`src/rtl/tlp_trace_sel.sv`:
```
module tlp_trace_sel #(
  parameter int RID_W    = 16,
  parameter int PORT_CNT = 16,
  parameter int TYPE_W   = 8,
  parameter int DIR_W    = 4,
  parameter int FMT_W    = 4
) (
  input  logic                        clk,
  input  logic                        rst_n,
  input  logic                        hdr_valid,
  input  logic [RID_W-1:0]            hdr_rid,
  input  logic [$clog2(PORT_CNT)-1:0] hdr_port,
  input  logic                        hdr_out,
  input  logic [1:0]                  hdr_class,
  input  logic                        hdr_cpl_b,
  input  logic [RID_W+3:0]            cfg_filter,
  input  logic [TYPE_W-1:0]           cfg_type,
  input  logic [DIR_W-1:0]            cfg_dir,
  input  logic [FMT_W-1:0]            cfg_fmt,
  output logic                        capture,
  output logic                        cfg_err
);
  localparam int FILT_W   = RID_W + 4;
  localparam int MODE_BIT = FILT_W - 1;
  localparam logic [1:0] CLS_P   = 2'd0;
  localparam logic [1:0] CLS_NP  = 2'd1;
  localparam logic [1:0] CLS_CPL = 2'd2;

  logic long_fmt, fmt_bad, dir_bad, res_bad, multi_type, takes_out, err_c;
  logic cls_hit, src_hit, dir_hit, in_hit, cpl_a;
  logic in_all, in_no_a, in_only_a;
  logic [PORT_CNT-1:0] port_mask;

  assign long_fmt   = (cfg_fmt == FMT_W'(1));
  assign fmt_bad    = (cfg_fmt > FMT_W'(1));
  assign dir_bad    = (cfg_dir > DIR_W'(3)) || (long_fmt && cfg_dir == '0);
  assign res_bad    = |cfg_filter[MODE_BIT-1:RID_W];
  assign multi_type = ($countones(cfg_type) > 1);

  always_comb begin
    takes_out = 1'b0;
    in_all    = 1'b0;
    in_no_a   = 1'b0;
    in_only_a = 1'b0;
    case (cfg_dir)
      DIR_W'(0): in_all = !long_fmt;
      DIR_W'(1): takes_out = 1'b1;
      DIR_W'(2): begin
        takes_out = !long_fmt;
        in_no_a   = 1'b1;
      end
      DIR_W'(3): begin
        takes_out = !long_fmt;
        in_only_a = 1'b1;
      end
      default: ;
    endcase
  end

  assign err_c = res_bad | fmt_bad | dir_bad | (takes_out & multi_type);

  always_comb begin
    case (hdr_class)
      CLS_P:   cls_hit = cfg_type[0];
      CLS_NP:  cls_hit = cfg_type[1];
      CLS_CPL: cls_hit = cfg_type[2];
      default: cls_hit = 1'b0;
    endcase
  end

  assign port_mask = cfg_filter[PORT_CNT-1:0];
  assign src_hit   = cfg_filter[MODE_BIT] ? port_mask[hdr_port]
                                          : (hdr_rid == cfg_filter[RID_W-1:0]);

  assign cpl_a   = (hdr_class == CLS_CPL) && !hdr_cpl_b;
  assign in_hit  = in_all | (in_no_a & !cpl_a) | (in_only_a & cpl_a);
  assign dir_hit = hdr_out ? takes_out : in_hit;

  always_ff @(posedge clk) begin
    if (!rst_n) begin
      capture <= 1'b0;
      cfg_err <= 1'b0;
    end else begin
      capture <= hdr_valid & src_hit & cls_hit & dir_hit & !err_c;
      cfg_err <= err_c;
    end
  end
endmodule

```
`config.mk`:
```
export PLATFORM = sky130hd
export DESIGN_NAME = tlp_trace_sel
export DESIGN_NICKNAME = d
export VERILOG_FILES = /design/src/rtl/tlp_trace_sel.sv
export SDC_FILE = /design/constraint.sdc
export NUM_CORES = 1
export LEC_CHECK = 0
export BUFFER_PORTS_ARGS = -buffer_cell sky130_fd_sc_hd__buf_4
export CAP_MARGIN = 20
export CORE_MARGIN = 5
export CORE_UTILIZATION = 37
export CTS_CLUSTER_DIAMETER = 40
export DETAILED_ROUTE_END_ITERATION = 8
export PLACE_DENSITY = 0.8
export SLEW_MARGIN = 30
export SYNTH_ARGS = -nofsm -noshare
export SYNTH_HDL_FRONTEND = slang
export SYNTH_SLANG_ARGS = --single-unit
```
`constraint.sdc`:
```
create_clock -name clk -period 4.97 [get_ports clk]
set_input_delay 0.994 -clock clk [delete_from_list [all_inputs] [get_ports clk]]
set_output_delay 0.994 -clock clk [all_outputs]
set_load 0.05 [all_outputs]
```
---- Yosys cells after proc, flatten, opt, wreduce, memory -nomap -nowiden ----
Cells that the tools add are included.
word-level totals
  bits of input ports ..................... 63
  register bits after elaboration ......... 2
  logic and storage cells ................. 52
  output and inout port bits .............. 2
operators by class
  bitwise logic cells ..................... 12
  muxes and demuxes ....................... 9
  $add $sub $neg .......................... 7
  reductions and logical operators ........ 11
  $lt $le $gt $ge ......................... 4
  equality and inequality tests ........... 7
operator list
  cell                                                           count
  equality test 16 bit                                           1
  adder 1 x 1 -> 2 bit                                           4
  equality test 4 x 1 -> 1 bit, second input constant            2
  equality test 4 x 2 -> 1 bit, second input constant            2
  greater-than comparator 4 x 1 -> 1 bit, second input constant  2
  AND 1 bit                                                      7
  adder 2 x 2 -> 3 bit                                           2
  two-way mux 1 bit                                              6
  less-than comparator 4 x 5 -> 1 bit, second input constant     1
  OR 1 bit                                                       5
  adder 3 x 3 -> 4 bit                                           1
  binary-select mux 1 bit (select 4 bit)                         1
  greater-than comparator 4 x 2 -> 1 bit, second input constant  1
  zero test 1 bit                                                4
  zero test 4 bit                                                1
  one-hot mux 1 bit (3 select lines)                             1
  OR reduction 3 bit                                             1
  equality test 2 x 1 -> 1 bit, second input constant            1
  equality test 2 bit, second input constant                     1
  logical AND 1 bit                                              2
  zero test 2 bit                                                1
  one-hot mux 1 bit (2 select lines)                             1
  OR reduction 2 bit                                             1
  logical OR 1 bit                                               1

---- Logic depth before layout (Yosys ltp) ----
Gate-level depths: netlist of the first run.
  word-level depth ........................ 9
  mapped depth ............................ 13
  gate-level depth less buffers ........... 13

---- Worst setup path after synthesis of the first run ----
OpenSTA, ideal clock, no wires.
  path kind ............................... input to register
  start ................................... input port cfg_type[0]
  end ..................................... register capture
  stages on the path ...................... 13
  setup time .............................. 92 ps
  arrival ................................. 3887 ps
  setup slack ............................. 991 ps
  required time ........................... 4878 ps
  buffers on the path ..................... 0
  cells stage by stage .................... fa_1 > inv_1 > fa_1 > fa_1 > inv_1 > ha_1 > inv_1 > fa_1 > a211oi_2 > mux2i_1 > o2111ai_1 > nand3_1 > nor4_1
between the ends
  cells in the longest elaborated chain, start to end .. 8
  elaborated cells on any way between the ends .. 11
  classes of those cells .................. 3 x add/sub; 1 x order compare; 1 x mux; 5 x bitwise; 1 x reduce/logical
RTL lines
  item                                        RTL line  source
  start, declared                             17        input logic [TYPE_W-1:0] cfg_type,
  adder 1 x 1 -> 2 bit (implied by the code)  38        assign multi_type = ($countones(cfg_type) > 1);
  adder 2 x 2 -> 3 bit (implied by the code)  38
  adder 3 x 3 -> 4 bit (implied by the code)  38
  greater-than comparator 4 x 1 -> 1 bit      38
  AND 1 bit                                   60        assign err_c = res_bad | fmt_bad | dir_bad | (takes_out & multi_type);
  OR 1 bit                                    60
  zero test 1 bit                             84        capture <= hdr_valid & src_hit & cls_hit & dir_hit & !err_c;
  AND 1 bit *                                 84
  end signal, assigned                        84
  end, declared                               20        output logic capture,
Mark *: on every way between the ends. The rest lies on a longest branch, timed or not.
A chain may end at the register's enable or synchronous reset.

---- Worst setup path after layout of the first run ----
Ends and elaborated chain as after synthesis.

==> impl_results.md, run 1 <==
- Num CTS Buffers: 3
- Finished Layout Cells: 169
- Clk sinks: 2
- Critical Path AT: 4180 ps
- Die area: 2901 um^2
- Fin worst setup slack: 928.0 ps
- 1st-iter DRT viols: 3
- Share of cells above drive strength 1: 0.5000
- Die H: 53.87 um
- Worst setup EP type: flop
- Critical setup path kind: in2reg
- Post-route ant nets: 0
- # rows: 15
- Starting Density: 0.3993
- Net count after synthesis: 147
- Endpoints failing hold: 0
- Worst-path clk slew: 30 ps
- Synth-to-layout area growth: 75.04%
- Seq/Total Area, Yosys: 0.05624
- Crit path launch type: input port
- Final setup TNS: 0 ps
- Number of max-cap violations: 0
- Avg Cell Area, Syn: 9.246 um^2
- H-tree depth: 1
- Top cells by area, synth: xnor2_1 21%, fa_1 11%, mux4_1 11%
- Area of the mapped netlist: 711.9 um^2
- Synthesis warning total: 0
- Vias in the first global route: 973
- CTS tree: built
- Core box area: 1783 um^2
- Slew headroom: 0.8042
- Routability cong.: 0.7553
- I/O pin cnt: 65
- Cts hold-fix bufs: 0
- Initial antenna violation count: 0
- Hpwl dp: 2212 um
- Slew at the pin closest to its max-slew limit: 291.1 ps
- First-pass GRT wire length: 3808 um
- Multi-input logic area: 623.1 um^2
- Largest net degree at the start of global routing: 7
- Final Max Tran Viols: 0
- Register area: 40.04 um^2
- GRT Util Overall: 0.1789
- Die X-Extent: 53.87 um
- Final setup vio count: 0
- Final Cycle Share: 0.8133
- Post-layout min period: 4042 ps
- Port-buffer cells: 64
- Routed WL: 2360 um
- Antenna diodes: 0
- Endpoint with the worst hold slack: cfg_err
- Nets@finish: 216
- Wirelength per Cell: 13.96 um
- Static leakage: 0.6032 nW
- Unrepaired setup endpoints after global routing: no
- Worst path required time: 5110 ps
- Vias per cell: 5.030
- # Post-CTS Setup Buffers: 0
- Cell Pwr Density: 136.7 nW/um^2
- Root Driver: clkbuf_4
- Min-delay src: rst_n
- Hold WC Path Type: in2reg
- IR drop worst, VDD: 62.53 uV
- DP Worst Slack: 668.5 ps
- Achievable Freq: 0.2474 GHz
- DR vias: 850
- Post-synth cell types: 28
- Share of the synthesized area in the top cell type: 0.2091
- 1st-pass router iterations: 4
- Post-layout util: 0.6989
- Synth area leader: xnor2_1
- Post-CTS sizing: 0
- Filler cells: 167
- WHS Path Cells: 2
- Status: finished, final reports clean
- CTS Buffer Depth: 2
- Placed Cells: 166
- Global route overflow: 0
- DR DRC count: 0
- Register bit total from synthesis: 2
- Synth Instances: 77
- Crit-path max FO: 2
==> layout by cell type, fill, tap and decap left out, drive strengths merged, types with 2 or more instances in the layout <==
master,Yosys,layout
o2111ai,2,2
nand4,4,4
xnor2,17,17
nand3,3,3
nand3b,2,2
clkbuf,0,3
mux2i,4,4
ha,3,3
nor4,2,2
a21oi,2,2
nor2,2,2
inv,13,13
nor3,2,2
dfxtp,2,2
fa,4,4
mux4,4,4
buf,0,64
==> per-stage QoR <==
stage / hold WS [ps] / cell area, um^2 / power [mW]
2_1_floorplan: 1116 / 711.9 / 0.07579
3_3_place_gp: 1227 / 1224 / 0.1285
3_5_place_dp: 1226 / 1224 / 0.1340
4_1_cts: 987.8 / 1246 / 0.1732
5_1_grt: 995.9 / 1246 / 0.1853
6_report: 991.4 / 1246 / 0.1703
==> state kept, by name (all words and copies together) (netlist names) <==
register / cells
cfg_err: 1
capture: 1
==> where the power goes <==
part | total, mW | internal, mW | switching, mW | leakage (nW)
clock | 0.0373 | 0.0268 | 0.0106 | 0.0138
sequential | 0.0167 | 0.0166 | 0.000106 | 0.0165
combinational | 0.116 | 0.0676 | 0.0487 | 0.573
total | 0.170 | 0.111 | 0.0593 | 0.603
==> routing by layer <==
| metal | up-vias | track usage | routed length, um |
|---|---|---|---|
| met5 | - | 0 | 0 |
| met4 | 0 | 0.08085 | 40 |
| met3 | 6 | 0.04432 | 234 |
| met2 | 52 | 0.3730 | 1335 |
| met1 | 377 | 0.1522 | 750 |
| li1 | 415 | - | - |
==> synth_stat cells <==
cell type / instances
mux2i_1: 4
and2_1: 1
nor3_1: 2
a211oi_2: 1
fa_1: 4
ha_1: 3
and3b_1: 1
a311o_1: 1
mux4_1: 3
o211ai_1: 1
dfxtp_1: 2
nor2_4: 1
xnor2_1: 17
and3_1: 1
nand3_1: 3
mux4_2: 1
o21ai_0: 1
nor4b_2: 1
inv_1: 13
nor2_1: 1
nand2_1: 1
o2111ai_1: 2
nor3b_2: 1
nand4_1: 4
nor4_1: 2
a21oi_1: 2
nand3b_1: 2
a21boi_0: 1
==> worst max-delay path: stages <==
cell and delay, ps:
buf_4 120, fa_1 530, inv_1 50, fa_1 490, fa_1 410, inv_1 70
ha_1 170, inv_1 60, fa_1 390, a211oi_2 200, mux2i_1 130, o2111ai_1 200
nand3_1 120, nor4_1 260
==> cell type report <==
class | count | share of cell area
multi-input combinational | 62 | 0.5000
clock buffer | 3 | 0.01807
timing repair buffer | 64 | 0.3855
tap | 25 | 0.02510
sequential | 2 | 0.03213
inverter | 13 | 0.03916
==> cell families (layout without fill, tap and decap cells) <==
| group | count (synthesis) | after routing | share of synthesized area |
|---|---|---|---|
| flip-flops | 2 | 2 | 0.05624 |
| adder cells (fa/ha/maj) | 7 | 7 | 0.1652 |
| AO/OA/AOI/OAI | 9 | 9 | 0.09842 |
| XOR/XNOR | 17 | 17 | 0.2091 |
| AND/OR/NAND/NOR | 21 | 21 | 0.2038 |
| multiplexers | 8 | 8 | 0.1986 |
| buffers and inverters | 13 | 80 | 0.06855 |
==> worst max path at each step <==
stage           startpoint       to  slack, ps  cells after the start
2_1_floorplan  cfg_type[0]  capture        990                     13
3_3_place_gp   cfg_type[0]  capture        760                     14
3_5_place_dp   cfg_type[0]  capture        670                     14
4_1_cts        cfg_type[0]  capture        910                     14
5_1_grt        cfg_type[0]  capture        740                     14
6_report       cfg_type[0]  capture        930                     14
No activity file was read; power rests on OpenSTA's default activity.
==> run 2, diff against run 1 <==
Settings changed: ABC_AREA from default to 1, PLACE_DENSITY 0.8 to 0.77.
Clock period 4.97 ns to 3.6 ns, I/O delays scaled along.
==> run 2 against run 1 <==
Against the previous run: die area grew 20%; synthesized cell count up 140%; critical path depth increased by 1; utilization shrank 6.5 points; flip-flop and latch count did not move; sequential share of layout area down 0.41 points; sequential power rose by 39%; combinational power increased by 43%; first-iteration DRC count grew to 15 times the previous value; global-route usage is 2.6 points lower; cell count grew 65%; clock power grew 33%.
==> impl_results.md, run 2 <==
- Post-synth cell types: 15 (-46%)
- Global route overflow: 0 (unchanged)
- Post-synthesis mux area share: 0 (-0.1986)
- Vias per cell: 4.373 (-13%)
- Status: finished, final reports clean
- Synth Instances: 185 (+140%)
- Gate power share: 0.695 (+0.012)
- Avg Cell Area, Syn: 4.815 um^2 (-48%)
- Final Max Tran Viols: 0 (unchanged)
- WP buf/inv: 4 (unchanged)
- Initial antenna violation count: 0 (unchanged)
- Post-route ant nets: 0 (unchanged)
- First-pass GRT wire length: 4291 um (+13%)
- Cell Pwr Density: 167.2 nW/um^2 (+22%)
- Slew at the pin closest to its max-slew limit: 227.0 ps (-64.13 ps)
- XOR/XNOR Fraction of Synth Area: 0 (-0.2091)
- Commonest non-fill, non-tap cells in the layout: 63 x buf_4, 51 x nand2_1, 48 x inv_1, 30 x nor2_1, 17 x nand3_1
- Crit-path slowest cell: fa_1
- Total power: 0.2392 mW (+40%)
- Critical setup path kind: in2reg
- Compound-gate portion of the synthesized area: 0.1124 (+0.01394)
- Top cells by count, synth: 51 x nand2_1, 49 x inv_1, 30 x nor2_1, 17 x nand3_1, 11 x a21oi_1
- Num CTS Buffers: 3 (unchanged)
- Vias in the first global route: 1,071 (+10%)
- 1st-pass router iterations: 4 (unchanged)
- Endpoints failing hold: 0 (unchanged)
- Share of the synthesized area in the top cell type: 0.2149 (+0.005749)
- H-tree depth: 1 (unchanged)
- Synth area leader: nand2_1
- Fin worst setup slack: 137.0 ps (-791.0 ps)
- Post-CTS sizing: 0 (unchanged)
- Sw frac: 0.3817 (+0.03315)
- Met1 wire length: 1180 um (+57%)
- Core box area: 2255 um^2 (+26%)
- DP Worst Slack: -113.1 ps (-781.6 ps)
- Share of cells above drive strength 1: 0.2829 (-0.2171)
- Most common cell after layout, fill and taps aside: buf_4
- Post-layout util: 0.6343 (-0.06465)
- Worst path cell trace: buf_8 > fa_1 > inv_1 > fa_1 > fa_1 > inv_1 > ha_2 > inv_2 > fa_2 > o21ai_1 > a21oi_1 > nor2_1 > nor2_1 > nand3_1 > nor2_1
- Finished Layout Cells: 279 (+65%)
- GRT Util Overall: 0.1531 (-0.02588)
- Hpwl dp: 2343 um (+5.9%)
- Top Layer Used: met4
- Antenna diodes: 0 (unchanged)
- Crit path launch type: input port
- Area of the mapped netlist: 890.9 um^2 (+25%)
- Post-synth EDFFs: 0 (unchanged)
- Critical path's largest stage delay: 530 ps (about the same)
- Top cells by area, synth: nand2_1 21%, inv_1 21%, nor2_1 13%
- Crit-path max FO: 2 (unchanged)
- Largest regs: capture: 1 flops, cfg_err: 1 flops
- Main synth FF type: dfxtp_1
- Power Internal: 0.1479 mW (+33%)
- Synthesis warning total: 0 (unchanged)
- Number of max-cap violations: 0 (unchanged)
- Synth-to-layout area growth: 60.53%
- Static leakage: 0.9180 nW (+52%)
- Ys async rst share: 0 (unchanged)
- Met2 WL: 1163 um (-13%)
- Starting Density: 0.3951 (-0.004182)
- Worst-path clk slew: 30 ps (about the same)
- Wirelength per Cell: 9.369 um (-33%)
- DR vias: 1,220 (+44%)
- I/O pin cnt: 65 (unchanged)
- Die area: 3489 um^2 (+20%)
- Port-buffer cells: 64 (unchanged)
- DR DRC count: 0 (unchanged)
- Final setup vio count: 0 (unchanged)
- # Post-CTS Setup Buffers: 0 (unchanged)
- Cts hold-fix bufs: 0 (unchanged)
- Critical path's top delay family: adder cells
- Slew headroom: 0.8475 (+0.04338)
- Post-Synth Adder-Cell Area: 0.1320 (-0.03318)
- CTS Buffer Depth: 2 (unchanged)
- Placed Cells: 276 (+66%)
- Simple-Gate Fraction of Synth Area: 0.4916 (+0.2877)
- Most frequent cell after synthesis: nand2_1
- Post-layout min period: 3463 ps
- # rows: 17 (+2)
- Hold WC Path Type: in2reg
- Routability cong.: 0.8774 (+16%)
- Final Cycle Share: 0.9619
- Root Driver: clkbuf_4
- Die X-Extent: 59.07 um (+9.7%)
- IR drop worst, VDD: 99.70 uV (+59%)
- Nets@finish: 323 (+50%)
- Largest family of logic cells by synthesized area: simple AND/OR/NAND/NOR gates
- Unrepaired setup endpoints after global routing: yes
- Routed WL: 2614 um (+11%)
- Register bit total from synthesis: 2 (unchanged)
- Sw Pwr: 0.09128 mW (+54%)
- Net count after synthesis: 255 (+73%)
- Clk pwr share: 0.208 (-0.011)
- Largest net degree at the start of global routing: 17 (+10)
- 1st-iter DRT viols: 46 (+43)
- Seq/Total Area, Yosys: 0.04494 (-0.01130)
- Critical Path AT: 3620 ps (-560 ps)
- Worst path required time: 3760 ps (-1350 ps)
- CTS tree: built
- Die H: 59.07 um (+9.7%)
- Final setup TNS: 0 ps (unchanged)
- Achievable Freq: 0.2888 GHz
- Worst setup EP type: flop
- Reg power frac: 0.097 (about the same)
- Clk sinks: 2 (unchanged)
- Met3 wire len: 228 um (-2.6%)
==> run 2: cell count changes after synthesis, sizes merged, moves of 3 or more <==
| cell | previous run | this run |
|---|---|---|
| a21oi | 2 | 11 |
| inv | 13 | 49 |
| mux2i | 4 | 0 |
| mux4 | 4 | 0 |
| nand2 | 1 | 51 |
| nand3 | 3 | 18 |
| nand4 | 4 | 1 |
| nor2 | 2 | 30 |
| o21ai | 1 | 9 |
| xnor2 | 17 | 0 |
==> run 2: per-stage QoR <==
step                      area (um^2)  hold slack, ps
after floorplan                 890.9           855.0
after global placement           1395           961.6
after detailed placement         1395           959.3
after CTS                        1418           726.6
after global routing             1430           744.5
final                            1430           729.5
==> run 2: cell families after synthesis <==
family                   count (synthesis)
adder cells (fa/ha/maj)                  7
AND/OR/NAND/NOR                        106
flip-flops                               2
buffers and inverters                   50
AO/OA/AOI/OAI                           20
==> run 2: final cells by class <==
cell class | instances | area (um^2)
clock buffers | 3 | 22.52
fillers | 225 | 824.5
inverters | 49 | 183.9
multi-input cells | 133 | 660.6
flip-flops and latches | 2 | 40.04
well taps | 28 | 35.03
repair buffers | 64 | 488.0
==> run 2: per-layer routing <==
metal	vias up	track usage
met1	493	0.1985
li1	687	-
met5	-	0
met3	4	0.02397
met4	0	0.05825
met2	36	0.2524
==> run 2: worst paths after layout <==
path	from	endpoint	slack (ps)	depth (start not counted)
min	rst_n	cfg_err	730	3
max	cfg_type[0]	capture	140	15
==> run 2: power groups by stage <==
stage	Sequential [mW]	Combinational [mW]	Clock [mW]
6_report	0.0232	0.166	0.0497
5_1_grt	0.0232	0.192	0.0534
4_1_cts	0.0232	0.162	0.0514
3_5_place_dp	0.0234	0.160	0
3_3_place_gp	0.0235	0.157	0
2_1_floorplan	0.0256	0.0812	0
